===== src/rtl/stagger_lane_mux.sv =====
module stagger_lane_mux #(
  parameter int N_LANES = 4,
  parameter int SYM_W   = 4,
  localparam int IW     = $clog2(N_LANES)
) (
  input  logic                       clk,
  input  logic                       rst,
  input  logic                       in_valid,
  input  logic                       in_bit,
  input  logic                       cover_en,
  input  logic [IW-1:0]              cover_lane,
  output logic [N_LANES-1:0]         lane_tx_valid,
  output logic [N_LANES-1:0]         lane_tx_bit,
  input  logic [N_LANES-1:0]         lane_rx_valid,
  input  logic [N_LANES*SYM_W-1:0]   lane_rx_sym,
  output logic [N_LANES-1:0]         lane_rx_ready,
  output logic                       ch_valid,
  output logic [SYM_W-1:0]           ch_sym
);

  localparam logic [IW-1:0] LAST = IW'(N_LANES - 1);

  logic [IW-1:0]    in_idx, out_idx, cov_lane_q;
  logic             cov_en_q;
  logic             idle, take;
  logic [SYM_W-1:0] sym_arr [N_LANES];

  assign idle = !in_valid && in_idx == '0 && out_idx == '0;
  assign take = &lane_rx_valid;

  always_ff @(posedge clk) begin
    if (rst) begin
      cov_en_q   <= 1'b0;
      cov_lane_q <= '0;
    end else if (idle) begin
      cov_en_q   <= cover_en;
      cov_lane_q <= cover_lane;
    end
  end

  always_ff @(posedge clk) begin
    if (rst) begin
      in_idx        <= '0;
      lane_tx_valid <= '0;
    end else begin
      lane_tx_valid <= '0;
      if (in_valid) begin
        lane_tx_valid[in_idx] <= 1'b1;
        in_idx <= (in_idx == LAST) ? '0 : in_idx + 1'b1;
      end
    end
  end

  for (genvar k = 0; k < N_LANES; k++) begin : g_lane
    always_ff @(posedge clk) begin
      if (rst) lane_tx_bit[k] <= 1'b0;
      else if (in_valid)
        lane_tx_bit[k] <= in_bit ^ (cov_en_q && cov_lane_q == IW'(k));
    end
    assign sym_arr[k]       = lane_rx_sym[k*SYM_W +: SYM_W];
    assign lane_rx_ready[k] = take && out_idx == IW'(k);
  end

  always_ff @(posedge clk) begin
    if (rst) begin
      out_idx  <= '0;
      ch_valid <= 1'b0;
      ch_sym   <= '0;
    end else begin
      ch_valid <= take;
      if (take) begin
        ch_sym  <= sym_arr[out_idx];
        out_idx <= (out_idx == LAST) ? '0 : out_idx + 1'b1;
      end
    end
  end


  tx_onehot_chk: assert property (@(posedge clk) disable iff (rst)
    $onehot0(lane_tx_valid));


  tx_idle_chk: assert property (@(posedge clk) disable iff (rst)
    !in_valid |=> lane_tx_valid == '0);


  rx_pop_chk: assert property (@(posedge clk) disable iff (rst)
    (lane_rx_ready != '0) |-> (&lane_rx_valid && $onehot(lane_rx_ready)));


  ch_gate_chk: assert property (@(posedge clk) disable iff (rst)
    !(&lane_rx_valid) |=> !ch_valid);


  cfg_hold_chk: assert property (@(posedge clk) disable iff (rst)
    !idle |=> ($stable(cov_en_q) && $stable(cov_lane_q)));


  idx_range_chk: assert property (@(posedge clk) disable iff (rst)
    (int'(in_idx) < N_LANES) && (int'(out_idx) < N_LANES));

endmodule


===== config.mk =====
export PLATFORM = sky130hd
export DESIGN_NAME = stagger_lane_mux
export DESIGN_NICKNAME = d
export VERILOG_FILES = /design/src/rtl/stagger_lane_mux.sv
export SDC_FILE = /design/constraint.sdc
export NUM_CORES = 1
export LEC_CHECK = 0
export ABC_AREA = 1
export BUFFER_PORTS_ARGS = -buffer_cell sky130_fd_sc_hd__buf_2
export CAP_MARGIN = 20
export CORE_UTILIZATION = 35
export CTS_CLUSTER_SIZE = 8
export DETAILED_ROUTE_END_ITERATION = 8
export PLACE_DENSITY_LB_ADDON = 0.3
export SYNTH_ARGS = -nofsm -noshare
export SYNTH_HDL_FRONTEND = slang
export SYNTH_SLANG_ARGS = --single-unit

===== constraint.sdc =====
create_clock -name clk -period 1.48 [get_ports clk]
set_input_delay 0.296 -clock clk [delete_from_list [all_inputs] [get_ports clk]]
set_output_delay 0.296 -clock clk [all_outputs]
set_load 0.005 [all_outputs]

==> results_dict.tcl <==
set metrics [dict create \
    outcome "completed" \
    root_buffer "clkbuf_4" \
    grt_max_degree 14 \
    io_pins 44 \
    route.detailed.drc 0 \
    rsz0062_at_grt "yes" \
    die-height_um 57.7 \
    track_usage_pct 13.8 \
    path_max_fanout 5 \
    dr.first_iter.drc_count 32 \
    fin_cells 235 \
    slew_viol_final 0 \
    cts.sinks 20 \
    cts_made_buffers 3 \
    drive_gt1_share_pct 35.8 \
    wirelength_um 2370 \
    synth_area_leaders "dfxtp_1, nand2_1, ha_1, inv_1, nand3_1" \
    clk_latency_ns 0.30 \
    yosys.area_share.simple_pct 29.0 \
    maxCapViolCount 0 \
    port-buffer-count 43 \
    critical_path_class "reg -> out" \
    ys_warn_count 0 \
    post_drt_wl_per_cell_um 10.1 \
    gp_congestion 0.731 \
    yosys.area_share.adder_pct 9.23 \
    max-slew-margin-rel_pct 76.6 \
    clk_path_buf_depth 2 \
    path_cells "inv_6, ha_4, inv_2, nor2_1, buf_2" \
    crit_path_end_kind "primary output" \
    irDropWorstVdd_uv 363 \
    dpl.hpwl_um 1710 \
    ys_seq_area_share_pct 36.9 \
    synth_top_family_by_area "simple AND/OR/NAND/NOR gates" \
    fmax_ghz 0.697 \
    htreeDepth 1 \
    syn_avg_cell_area_um2 7.04 \
    initial_utilization_pct 38.0 \
    cp.required_ns 1.18 \
    synth_xor_area_share_pct 0 \
    fin_ws_ns 0.0444 \
    preCtsSetupSlack_ns 0.163 \
    whs_ns 0.230 \
    r2r_slack_ns 0.28 \
    grt_antenna_before_repair 0 \
    synth_area_mm2 0.00108 \
    cp_slowest_stage_delay_ns 0.41 \
    yosysUniqueCellTypes 18 \
    min_path_type "in -> reg" \
    fin_tns_setup_ns 0 \
    p_per_area_mw_per_mm2 845 \
    grt_first_pass_wirelength_um 3600 \
    die_w_um 57.7 \
    nNetsFinal 240 \
    synth-seq-cells 20 \
    dp.cells 226 \
    avgViaCountPerCell 4.62 \
    die_area_mm2 0.00333 \
    synth.largest_area_cell "dfxtp_1" \
    syn_to_final_growth_pct 35.6 \
    fin_crit_sh_pct 97.0 \
    start_kind "flop" \
    syn_inst 154 \
    antenna_left 0 \
    min_period_ns 1.44 \
    utilization_pct 51.6 \
    synth_top_area_share_pct 36.9 \
    grt_remaining_overflow 0 \
    arrival_ns 1.14 \
    hold_viol 0 \
    clk_pin_slew_ns 0.12 \
    synth_nets 189 \
    tightestPinTransition_ns 0.350 \
    rows 19 \
    p_leak_nw 0.743 \
    grt_pass1_vias 900 \
    core_area_mm2 0.00285 \
    n_antenna_cell 0 \
    setup_violations 0 \
    vias 1086 \
    tritoncts "built" \
    dr.pass1.iters 4 \
    skew_ns 0.0123 \
    synth_mux_area_share_pct 0 \
    slowest_stage "dfxtp_4" \
    synth_compound_area_share_pct 12.1 \
]
metrics by stage:
stage	cell area, um^2	power (W)
global route	1470	0.00131
global placement	1320	0.000799
detailed placement	1320	0.000799
CTS	1400	0.00125
floorplan	1080	0.000728
finish	1470	0.00124
timing repair:
item / in CTS / in global routing
hold buffers: 0 / 0
endpoints found under the setup margin: 4 / 4
buffers inserted: 1 / 4
endpoints found under the hold margin: 0 / 0
resized for setup: 7 / 12
pin swaps: 0 / 6
layer usage:
metal | global-route usage, % | vias to the layer above | wire length (um)
li1 | - | 589 | -
met2 | 23.6 | 29 | 1150
met5 | 0 | - | 0
met3 | 2.68 | 2 | 114
met1 | 17.2 | 466 | 1080
met4 | 5.10 | 0 | 21
cell usage in the layout, fill, tap and decap left out:
cell / count
buf_2: 43
nand2_1: 34
inv_1: 18
dfxtp_1: 18
nor2_1: 16
nand3_1: 14
o21ai_0: 12
a21oi_1: 11
buf_4: 7
inv_2: 5
ha_4: 4
ha_1: 4
nand4_1: 3
clkbuf_4: 3
nand2_2: 2
dfxtp_4: 2
nor2_4: 1
inv_6: 1
nor2_2: 1
inv_8: 1
a211oi_1: 1
a21oi_2: 1
nand3_2: 1
bufinv_16: 1
logic make-up after synthesis:
group,Yosys count
simple gates,72
flops,20
compound gates,25
buf+inv,29
fa+ha+maj,8
cell usage after synthesis:
cell type,count
dfxtp_1,20
inv_8,1
inv_1,22
ha_1,8
a211oi_1,1
a21oi_2,1
nor2_1,17
inv_2,2
nor2_4,1
buf_4,2
nand2_2,2
nand3_1,14
buf_6,2
a21oi_1,11
o21ai_0,12
nand4_1,3
nand3_2,1
nand2_1,34
where the power goes:
part / switching, W / internal (W)
clock: 0.000168 / 0.000273
combinational: 0.000109 / 0.0000942
sequential: 0.0000309 / 0.000567
final cells by class:
| class | instances | area, um^2 |
|---|---|---|
| Inverter | 25 | 106 |
| Sequential cell | 20 | 408 |
| Multi-Input combinational cell | 105 | 598 |
| Clock buffer | 3 | 22.5 |
| Fill cell | 293 | 1380 |
| Timing Repair Buffer | 50 | 268 |
| Tap cell | 31 | 38.8 |
| Clock inverter | 1 | 30.0 |
flip-flops by register name, indices dropped and copies added, names as in the netlist:
| name | cells |
|---|---|
| lane_tx_bit | 4 |
| in_idx | 2 |
| cov_lane_q | 2 |
| out_idx | 2 |
| lane_tx_valid | 4 |
| ch_sym | 4 |
| cov_en_q | 1 |
| ch_valid | 1 |
worst max-delay path: cells and delay by family (launching register included):
family        cells  cell delay, ns
fa+ha+maj         1            0.14
buf+inv           3            0.23
simple gates      1            0.06
flops             1            0.41
path summary, 6_finish.rpt:
kind,start,endpoint,depth (start not counted)
setup reg to reg,out_idx[1],cov_lane_q[0],6
hold reg to reg,lane_tx_bit[1],lane_tx_bit[1],2
hold / removal,rst,ch_valid,2
setup / recovery,out_idx[1],lane_rx_ready[0],5
No activity file was read; power rests on OpenSTA's default activity.
